## config.mk

```make
export PLATFORM = sky130hd
export DESIGN_NAME = spi_master_engine
export DESIGN_NICKNAME = d
export VERILOG_FILES = /design/src/rtl/spi_me_pkg.sv /design/src/rtl/spi_me_baud.sv /design/src/rtl/spi_me_shift.sv /design/src/rtl/spi_me_status.sv /design/src/rtl/spi_master_engine.sv
export SDC_FILE = /design/constraint.sdc
export NUM_CORES = 1
export LEC_CHECK = 0
export BUFFER_PORTS_ARGS = -buffer_cell sky130_fd_sc_hd__buf_2
export CAP_MARGIN = 20
export CORE_ASPECT_RATIO = 0.7
export CORE_MARGIN = 2
export CORE_UTILIZATION = 57
export DETAILED_ROUTE_END_ITERATION = 12
export HOLD_SLACK_MARGIN = 0.12
export PLACE_DENSITY = 0.79
export SLEW_MARGIN = 30
export SYNTH_ARGS = -nofsm -noshare
export SYNTH_HDL_FRONTEND = slang
export SYNTH_HIERARCHICAL = 1
export SYNTH_SLANG_ARGS = --single-unit
```

## constraint.sdc

```tcl
create_clock -name clk -period 4.6 [get_ports clk]
set_input_delay 0.23 -clock clk [delete_from_list [all_inputs] [get_ports clk]]
set_output_delay 0.23 -clock clk [all_outputs]
set_load 0.02 [all_outputs]
```

## src/rtl/spi_me_pkg.sv

```systemverilog
// spi_me_pkg: shared rate codes and the latched mode record for the
// serial master engine. Assumes a 3-bit rate select field.
package spi_me_pkg;
    localparam logic [2:0] RATE_Q4     = 3'd0;
    localparam logic [2:0] RATE_Q16    = 3'd1;
    localparam logic [2:0] RATE_Q64    = 3'd2;
    localparam logic [2:0] RATE_TMR    = 3'd3;
    localparam logic [2:0] RATE_RELOAD = 3'd4;

    typedef struct packed {
        logic       cpol;
        logic       cke;
        logic       smp;
        logic       tx_off;
        logic [2:0] rate;
    } mode_t;
endpackage

```

## src/rtl/spi_me_baud.sv

```systemverilog
// spi_me_baud: produces a one-clock pulse that marks the end of each half
// bit period. It uses a fixed half length, a reload-derived half length or
// the external timer pulse. Assumes rate and reload stay stable while run is high.
module spi_me_baud #(
    parameter int RELOAD_W = 8,
    parameter int HALF_A   = 2,
    parameter int HALF_B   = 8,
    parameter int HALF_C   = 32
) (
    input  logic                clk,
    input  logic                rst_n,
    input  logic                run,
    input  logic [2:0]          rate,
    input  logic [RELOAD_W-1:0] reload,
    input  logic                tmr_tick,
    output logic                hend
);
    import spi_me_pkg::*;

    localparam int CNT_W = RELOAD_W + 2;

    logic [CNT_W-1:0] half_len;
    logic [CNT_W-1:0] cnt_q;
    logic             use_tmr;
    logic             wrap;

    // Select the half-period length from the rate code.
    always_comb begin
        case (rate)
            RATE_Q16:    half_len = CNT_W'(HALF_B);
            RATE_Q64:    half_len = CNT_W'(HALF_C);
            RATE_RELOAD: half_len = {1'b0, reload, 1'b0} + CNT_W'(2);
            default:     half_len = CNT_W'(HALF_A);
        endcase
    end

    assign use_tmr = (rate == RATE_TMR);
    assign wrap    = (cnt_q == half_len - CNT_W'(1));
    assign hend    = run & (use_tmr ? tmr_tick : wrap);

    // Count clocks within a half period; cleared while idle.
    always_ff @(posedge clk) begin
        if (!rst_n || !run) begin
            cnt_q <= '0;
        end else if (!use_tmr) begin
            cnt_q <= wrap ? '0 : cnt_q + CNT_W'(1);
        end
    end

    // the counter never passes the selected half length.
    a_r5_cnt_in_range: assert property (@(posedge clk) disable iff (!rst_n)
        (run && !use_tmr) |-> (cnt_q < half_len));
endmodule

```

## src/rtl/spi_me_shift.sv

```systemverilog
// spi_me_shift: holds the transmit and receive shift registers and the
// half-period index. It forms sck from the index and the latched mode,
// and it flags the completion edge. Assumes start is only raised while idle.
module spi_me_shift #(
    parameter int DATA_W = 8
) (
    input  logic              clk,
    input  logic              rst_n,
    input  logic              start,
    input  logic [DATA_W-1:0] tx_data,
    input  logic              hend,
    input  logic              cpol,
    input  logic              cke,
    input  logic              smp,
    input  logic              tx_off,
    input  logic              sdi,
    output logic              busy,
    output logic              sck,
    output logic              sdo,
    output logic              done,
    output logic [DATA_W-1:0] rx_word
);
    localparam int SLOTS  = 2 * DATA_W;
    localparam int SLOT_W = $clog2(SLOTS);

    logic              busy_q;
    logic [SLOT_W-1:0] slot_q;
    logic [DATA_W-1:0] tx_q;
    logic [DATA_W-1:0] rx_q;
    logic [DATA_W-1:0] rx_shifted;
    logic              sample;
    logic              last;

    assign sample     = hend & (slot_q[0] == smp);
    assign last       = (slot_q == SLOT_W'(SLOTS - 1));
    assign done       = hend & last;
    assign rx_shifted = {rx_q[DATA_W-2:0], sdi};
    assign rx_word    = sample ? rx_shifted : rx_q;

    // Load on start; on each half end, capture, shift and advance.
    always_ff @(posedge clk) begin
        if (!rst_n) begin
            busy_q <= 1'b0;
            slot_q <= '0;
            tx_q   <= '0;
            rx_q   <= '0;
        end else if (start && !busy_q) begin
            busy_q <= 1'b1;
            slot_q <= '0;
            tx_q   <= tx_data;
            rx_q   <= '0;
        end else if (hend) begin
            if (sample) begin
                rx_q <= rx_shifted;
            end
            if (slot_q[0]) begin
                tx_q <= {tx_q[DATA_W-2:0], 1'b0};
            end
            slot_q <= slot_q + SLOT_W'(1);
            if (last) begin
                busy_q <= 1'b0;
            end
        end
    end

    // Serial clock: resting level when idle, phase chosen by cke when busy.
    always_comb begin
        if (busy_q) begin
            sck = cpol ^ (slot_q[0] == cke);
        end else begin
            sck = cpol;
        end
    end

    assign busy = busy_q;
    assign sdo  = busy_q & ~tx_off & tx_q[DATA_W-1];

    // output data only moves at a half-period end.
    a_r2_sdo_hold: assert property (@(posedge clk) disable iff (!rst_n)
        (busy_q && !hend) |=> $stable(tx_q));
    // the completion edge leaves the engine idle.
    a_r6_done_idle: assert property (@(posedge clk) disable iff (!rst_n)
        done |=> !busy_q);
endmodule

```

## src/rtl/spi_me_status.sv

```systemverilog
// spi_me_status: holds the received-byte buffer and the three sticky flags.
// A set on the same edge as a clear takes priority. Assumes done is a
// one-clock pulse.
module spi_me_status #(
    parameter int DATA_W = 8
) (
    input  logic              clk,
    input  logic              rst_n,
    input  logic              done,
    input  logic [DATA_W-1:0] rx_word,
    input  logic              rd,
    input  logic              irq_clr,
    input  logic              collide,
    input  logic              wcol_clr,
    output logic [DATA_W-1:0] rdata,
    output logic              full,
    output logic              irq,
    output logic              wcol
);
    // Buffer update and flag set/clear with set priority.
    always_ff @(posedge clk) begin
        if (!rst_n) begin
            rdata <= '0;
            full  <= 1'b0;
            irq   <= 1'b0;
            wcol  <= 1'b0;
        end else begin
            if (done) begin
                rdata <= rx_word;
                full  <= 1'b1;
                irq   <= 1'b1;
            end else begin
                if (rd)      full <= 1'b0;
                if (irq_clr) irq  <= 1'b0;
            end
            if (collide) begin
                wcol <= 1'b1;
            end else if (wcol_clr) begin
                wcol <= 1'b0;
            end
        end
    end

    // completion publishes the byte and raises both flags.
    a_r6_publish: assert property (@(posedge clk) disable iff (!rst_n)
        done |=> (irq && full && rdata == $past(rx_word)));
    // a collision always leaves wcol set.
    a_r8_wcol_set: assert property (@(posedge clk) disable iff (!rst_n)
        collide |=> wcol);
    // irq holds without a clear.
    a_r9_irq_sticky: assert property (@(posedge clk) disable iff (!rst_n)
        (irq && !irq_clr) |=> irq);
endmodule

```

## src/rtl/spi_master_engine.sv

```systemverilog
// spi_master_engine: byte-wide serial master. It latches the mode while
// idle, starts on a buffer write, and reports completion through the
// status flags. Assumes every input is synchronous to clk.
module spi_master_engine #(
    parameter int DATA_W   = 8,
    parameter int RELOAD_W = 8,
    parameter int HALF_A   = 2,
    parameter int HALF_B   = 8,
    parameter int HALF_C   = 32
) (
    input  logic                clk,
    input  logic                rst_n,
    input  logic                cfg_cpol,
    input  logic                cfg_cke,
    input  logic                cfg_smp,
    input  logic                cfg_tx_off,
    input  logic [2:0]          cfg_rate,
    input  logic [RELOAD_W-1:0] cfg_reload,
    input  logic                tmr_tick,
    input  logic                buf_wr,
    input  logic [DATA_W-1:0]   buf_wdata,
    input  logic                buf_rd,
    input  logic                irq_clr,
    input  logic                wcol_clr,
    input  logic                sdi,
    output logic [DATA_W-1:0]   buf_rdata,
    output logic                buf_full,
    output logic                busy,
    output logic                irq,
    output logic                wcol,
    output logic                sck,
    output logic                sdo
);
    import spi_me_pkg::*;

    mode_t               mode_q;
    logic [RELOAD_W-1:0] reload_q;
    logic                hend;
    logic                start;
    logic                collide;
    logic                done;
    logic [DATA_W-1:0]   rx_word;

    assign start   = buf_wr & ~busy;
    assign collide = buf_wr & busy;

    // Track the settings while idle; hold them during an exchange.
    always_ff @(posedge clk) begin
        if (!rst_n) begin
            mode_q   <= '0;
            reload_q <= '0;
        end else if (!busy) begin
            mode_q   <= '{cpol: cfg_cpol, cke: cfg_cke, smp: cfg_smp,
                          tx_off: cfg_tx_off, rate: cfg_rate};
            reload_q <= cfg_reload;
        end
    end

    spi_me_baud #(
        .RELOAD_W (RELOAD_W),
        .HALF_A   (HALF_A),
        .HALF_B   (HALF_B),
        .HALF_C   (HALF_C)
    ) u_baud (
        .clk      (clk),
        .rst_n    (rst_n),
        .run      (busy),
        .rate     (mode_q.rate),
        .reload   (reload_q),
        .tmr_tick (tmr_tick),
        .hend     (hend)
    );

    spi_me_shift #(
        .DATA_W (DATA_W)
    ) u_shift (
        .clk     (clk),
        .rst_n   (rst_n),
        .start   (start),
        .tx_data (buf_wdata),
        .hend    (hend),
        .cpol    (mode_q.cpol),
        .cke     (mode_q.cke),
        .smp     (mode_q.smp),
        .tx_off  (mode_q.tx_off),
        .sdi     (sdi),
        .busy    (busy),
        .sck     (sck),
        .sdo     (sdo),
        .done    (done),
        .rx_word (rx_word)
    );

    spi_me_status #(
        .DATA_W (DATA_W)
    ) u_status (
        .clk      (clk),
        .rst_n    (rst_n),
        .done     (done),
        .rx_word  (rx_word),
        .rd       (buf_rd),
        .irq_clr  (irq_clr),
        .collide  (collide),
        .wcol_clr (wcol_clr),
        .rdata    (buf_rdata),
        .full     (buf_full),
        .irq      (irq),
        .wcol     (wcol)
    );

    // an idle write starts an exchange on the next clock.
    a_r1_start: assert property (@(posedge clk) disable iff (!rst_n)
        (buf_wr && !busy) |=> busy);
    // the latched settings do not move while busy.
    a_r10_cfg_frozen: assert property (@(posedge clk) disable iff (!rst_n)
        busy |=> ($stable(mode_q) && $stable(reload_q)));
endmodule

```

==> insert_results.sql <==
INSERT INTO impl_metrics (metric_group, metric, value, unit) VALUES
('outcome', 'status', 'complete, no violations', ''),
('cells_and_area', 'drive_gt1_share', '20.9', '%'),
('place', 'place_hpwl', '4440', 'um'),
('timing', 'fmax', '0.241', 'GHz'),
('setup_path', 'cp-start-kind', 'flip-flop', ''),
('timing', 'timing.max_slew.rel_slack', '43.9', '%'),
('die', 'die_h', '66.3', 'um'),
('cts', 'h-tree-depth', '3', ''),
('setup_path', 'path_max_fanout', '9', ''),
('power_and_ir_drop', 'power_density', '351', 'nW/um^2'),
('setup_path', 'worstRegToRegCells', '15', ''),
('grt', 'remaining_global_route_overflow', '0', ''),
('yosys', 'synth.area.top_cells', 'sky130_fd_sc_hd__dfxtp_1, sky130_fd_sc_hd__mux2i_1, sky130_fd_sc_hd__nor2b_1, sky130_fd_sc_hd__xnor2_1, sky130_fd_sc_hd__xor2_1', ''),
('setup_path', 'cp_data_arrival_time', '4.39', 'ns'),
('routing', 'avgRoutedWirePerCell', '14.1', 'um'),
('place', 'numPortBuffers', '44', ''),
('yosys', 'synth.ff_latch_count', '57', ''),
('setup_path', 'cp.required', '4.84', 'ns'),
('die', 'full_die_area', '6170', 'um^2'),
('timing', 'maxSlewViolCount', '0', ''),
('grt', 'grtUsageTotal', '22.3', '%'),
('cts', 'count_of_instances_resized_after_the_clock_tree_is_built', '0', ''),
('cts', 'clk_transition_reported_paths', '0.07', 'ns'),
('grt', 'grt_start_max_net_pins', '49', ''),
('timing', 'fin_worst_skew', '0.00907', 'ns'),
('place', 'place_congestion', '0.894', ''),
('routing', 'drt_drc_violations_left', '0', ''),
('routing', 'dr.first_iter.drc_count', '143', ''),
('die', 'core-area', '5290', 'um^2'),
('hold_path', 'min_delay_path_depth', '3', ''),
('timing', 'timing_hold_violations_final', '0', ''),
('cells_and_area', 'most-common-layout-cells', 'sky130_fd_sc_hd__dfxtp_1, sky130_fd_sc_hd__buf_2, sky130_fd_sc_hd__mux2i_1', ''),
('die', 'start_util', '59.8', '%'),
('routing', 'vias_per_cell', '5.54', ''),
('cts', 'tritoncts_num_sinks', '57', ''),
('hold_path', 'hold-path-endpoint', 'mode_q[3]$_SDFFE_PN0N_', ''),
('cts', 'cts_tree', 'done', ''),
('routing', 'wirelength', '6490', 'um'),
('cts', 'tritoncts_buffers', '9', ''),
('cts', 'longest_clk_path_bufs', '2', ''),
('setup_path', 'setup.worst_path.class', 'flip-flop to flip-flop', ''),
('job', 'drv.max_cap_violation_count', '0', ''),
('timing', 'finalCriticalPeriod', '4.15', 'ns'),
('yosys', 'share_of_synthesized_registers_carrying_an_async_set_or_reset', '0', '%'),
('die', 'num_rows', '22', ''),
('timing', 'max_slew.worst_pin.slew', '0.841', 'ns'),
('setup_path', 'reg2reg_launch_point', 'mode_q[1]$_SDFFE_PN0N_', ''),
('yosys', 'number_of_synthesized_flops_with_an_enable_pin', '0', ''),
('setup_path', 'critical_path.endpoint_type', 'flip-flop', ''),
('yosys', 'synthDominantCellAreaShare', '36.1', '%'),
('yosys', 'yosysSeqAreaShare', '36.1', '%'),
('yosys', 'synthDominantAreaCellType', 'sky130_fd_sc_hd__dfxtp_1', ''),
('routing', 'drtAntennaViolNets', '0', ''),
('hold_path', 'hold_path_class', 'input port to flip-flop', ''),
('die', 'die_w', '93', 'um'),
('cells_and_area', 'antenna_cells', '0', ''),
('cells_and_area', 'post_layout_nonfiller_instances', '459', ''),
('power_and_ir_drop', 'power.ir.vdd_worst', '0.000335', 'V'),
('power_and_ir_drop', 'p_leak', '1.44', 'nW'),
('timing', 'final-setup-viol-count', '0', ''),
('timing', 'final.period_utilization', '90.2', '%'),
('yosys', 'average_size_of_a_mapped_cell', '9.24', 'um^2'),
('cells_and_area', 'layout_commonest_cell', 'sky130_fd_sc_hd__dfxtp_1', ''),
('cts', 'cts.repair_timing.setup_buffer_count', '0', ''),
('setup_path', 'r2r-end', 'u_status/rdata[0]$_SDFFE_PN0P_', ''),
('hold_path', 'worst_hold_startpoint', 'cfg_tx_off', ''),
('cells_and_area', 'area.growth.synth_to_final', '15.0', '%'),
('setup_path', 'rrSetupSlack', '0.45', 'ns'),
('timing', 'grt_setup_unrepaired', 'false', ''),
('grt', 'grt_first_pass_wirelength', '10700', 'um'),
('routing', 'vias', '2544', '');
flip-flops by register name, summed over array words and instances (netlist names), 4 cells and up:
| signal | count |
|---|---|
| u_baud/cnt_q | 10 |
| reload_q | 8 |
| u_shift/rx_q | 8 |
| u_shift/tx_q | 8 |
| u_status/rdata | 8 |
| mode_q | 7 |
| u_shift/slot_q | 4 |
metal layers:
layer	up-vias	share of wire [%]	global-route usage [%]
li1	1309	-	-
met1	1147	53	31.5
met2	83	40	32.2
met3	5	6.3	7.98
met4	0	0.49	5.51
met5	-	0	0
power breakdown:
group / total [mW] / switching (mW) / internal (mW)
combinational: 0.138 / 0.0727 / 0.0653
sequential: 0.534 / 0.0228 / 0.511
clock: 0.603 / 0.199 / 0.404
Yosys cell counts (2+ instances only):
master and count:
sky130_fd_sc_hd__nor4_1 2, sky130_fd_sc_hd__buf_2 3, sky130_fd_sc_hd__nor3_1 12, sky130_fd_sc_hd__inv_1 7, sky130_fd_sc_hd__mux2_4 2, sky130_fd_sc_hd__xnor2_1 17
sky130_fd_sc_hd__nand2_1 18, sky130_fd_sc_hd__and2_1 2, sky130_fd_sc_hd__o32ai_1 2, sky130_fd_sc_hd__o21a_1 4, sky130_fd_sc_hd__mux2i_1 39, sky130_fd_sc_hd__a21oi_1 15
sky130_fd_sc_hd__xor2_1 10, sky130_fd_sc_hd__clkbuf_1 8, sky130_fd_sc_hd__nor3b_1 4, sky130_fd_sc_hd__o211a_1 2, sky130_fd_sc_hd__mux2_2 6, sky130_fd_sc_hd__dfxtp_1 57
sky130_fd_sc_hd__buf_6 4, sky130_fd_sc_hd__nor2_1 15, sky130_fd_sc_hd__nand3_1 17, sky130_fd_sc_hd__nand2b_1 2, sky130_fd_sc_hd__o211ai_1 2, sky130_fd_sc_hd__ha_1 4
sky130_fd_sc_hd__nand3b_1 3, sky130_fd_sc_hd__o21ai_0 14, sky130_fd_sc_hd__nand4_1 8, sky130_fd_sc_hd__clkbuf_2 2, sky130_fd_sc_hd__a21boi_0 3, sky130_fd_sc_hd__nor2b_1 27
critical path: stages (launching register included):
cell                       delay, ns
sky130_fd_sc_hd__dfxtp_1        0.42
sky130_fd_sc_hd__nor3b_1        0.54
sky130_fd_sc_hd__nor2_1         0.10
sky130_fd_sc_hd__o21ai_0        0.17
sky130_fd_sc_hd__ha_1           0.25
sky130_fd_sc_hd__nor2b_1        0.19
sky130_fd_sc_hd__o31ai_1        0.16
sky130_fd_sc_hd__or4_1          0.55
sky130_fd_sc_hd__nand3_1        0.10
sky130_fd_sc_hd__o311a_1        0.18
sky130_fd_sc_hd__o2111a_1       0.23
sky130_fd_sc_hd__o21a_1         0.31
sky130_fd_sc_hd__and2_4         0.31
sky130_fd_sc_hd__mux2_4         0.32
sky130_fd_sc_hd__mux2i_1        0.15
sky130_fd_sc_hd__nor2b_1        0.06
metrics by stage:
| stage | cell area, um^2 | utilization, % | power, mW | hold WS, ns | setup WS [ns] |
|---|---|---|---|---|---|
| 2_1_floorplan | 3160 | - | 0.647 | 0.358 | 0.876 |
| 3_3_place_gp | 3370 | 63.8 | 0.678 | 0.460 | 0.656 |
| 3_5_place_dp | 3370 | 63.8 | 0.681 | 0.468 | 0.599 |
| 4_1_cts | 3640 | 68.8 | 1.29 | 0.132 | 0.521 |
| 5_1_grt | 3640 | 68.8 | 1.33 | 0.156 | 0.0660 |
| 6_report | 3640 | 68.8 | 1.28 | 0.148 | 0.449 |
kinds of logic (layout without fill, tap and decap cells):
kind of cell / Yosys count / after routing / share of synthesized area [%]
AOI/OAI and AO/OA: 57 / 57 / 12.2
xor gates and xnor gates: 28 / 28 / 8.00
adders and majority gates: 4 / 4 / 1.58
buffers and inverters: 26 / 71 / 4.87
DFF: 57 / 57 / 36.1
muxes: 47 / 47 / 15.4
and+or+nand+nor: 123 / 123 / 21.9
worst max path at each step:
stage,from,end,slack (ns)
after CTS,mode_q[1]$_SDFFE_PN0N_,u_status/rdata[0]$_SDFFE_PN0P_,0.52
final,mode_q[1]$_SDFFE_PN0N_,u_status/rdata[0]$_SDFFE_PN0P_,0.45
after global routing,mode_q[1]$_SDFFE_PN0N_,u_status/rdata[6]$_SDFFE_PN0P_,0.07
after detailed placement,mode_q[2]$_SDFFE_PN0N_,u_status/rdata[6]$_SDFFE_PN0P_,0.60
after global placement,mode_q[2]$_SDFFE_PN0N_,u_status/rdata[0]$_SDFFE_PN0P_,0.66
after floorplan,mode_q[1]$_SDFFE_PN0N_,u_status/rdata[0]$_SDFFE_PN0P_,0.88
cell type report:
type	instances	area [um^2]
Clock buffer	12	165
Timing Repair Buffer	48	250
Multi-Input combinational cell	259	1870
Tap cell	72	90.1
Fill cell	421	1650
Sequential cell	57	1140
Clock inverter	4	97.6
Inverter	7	26.3
(Power assumes the default switching activity.)
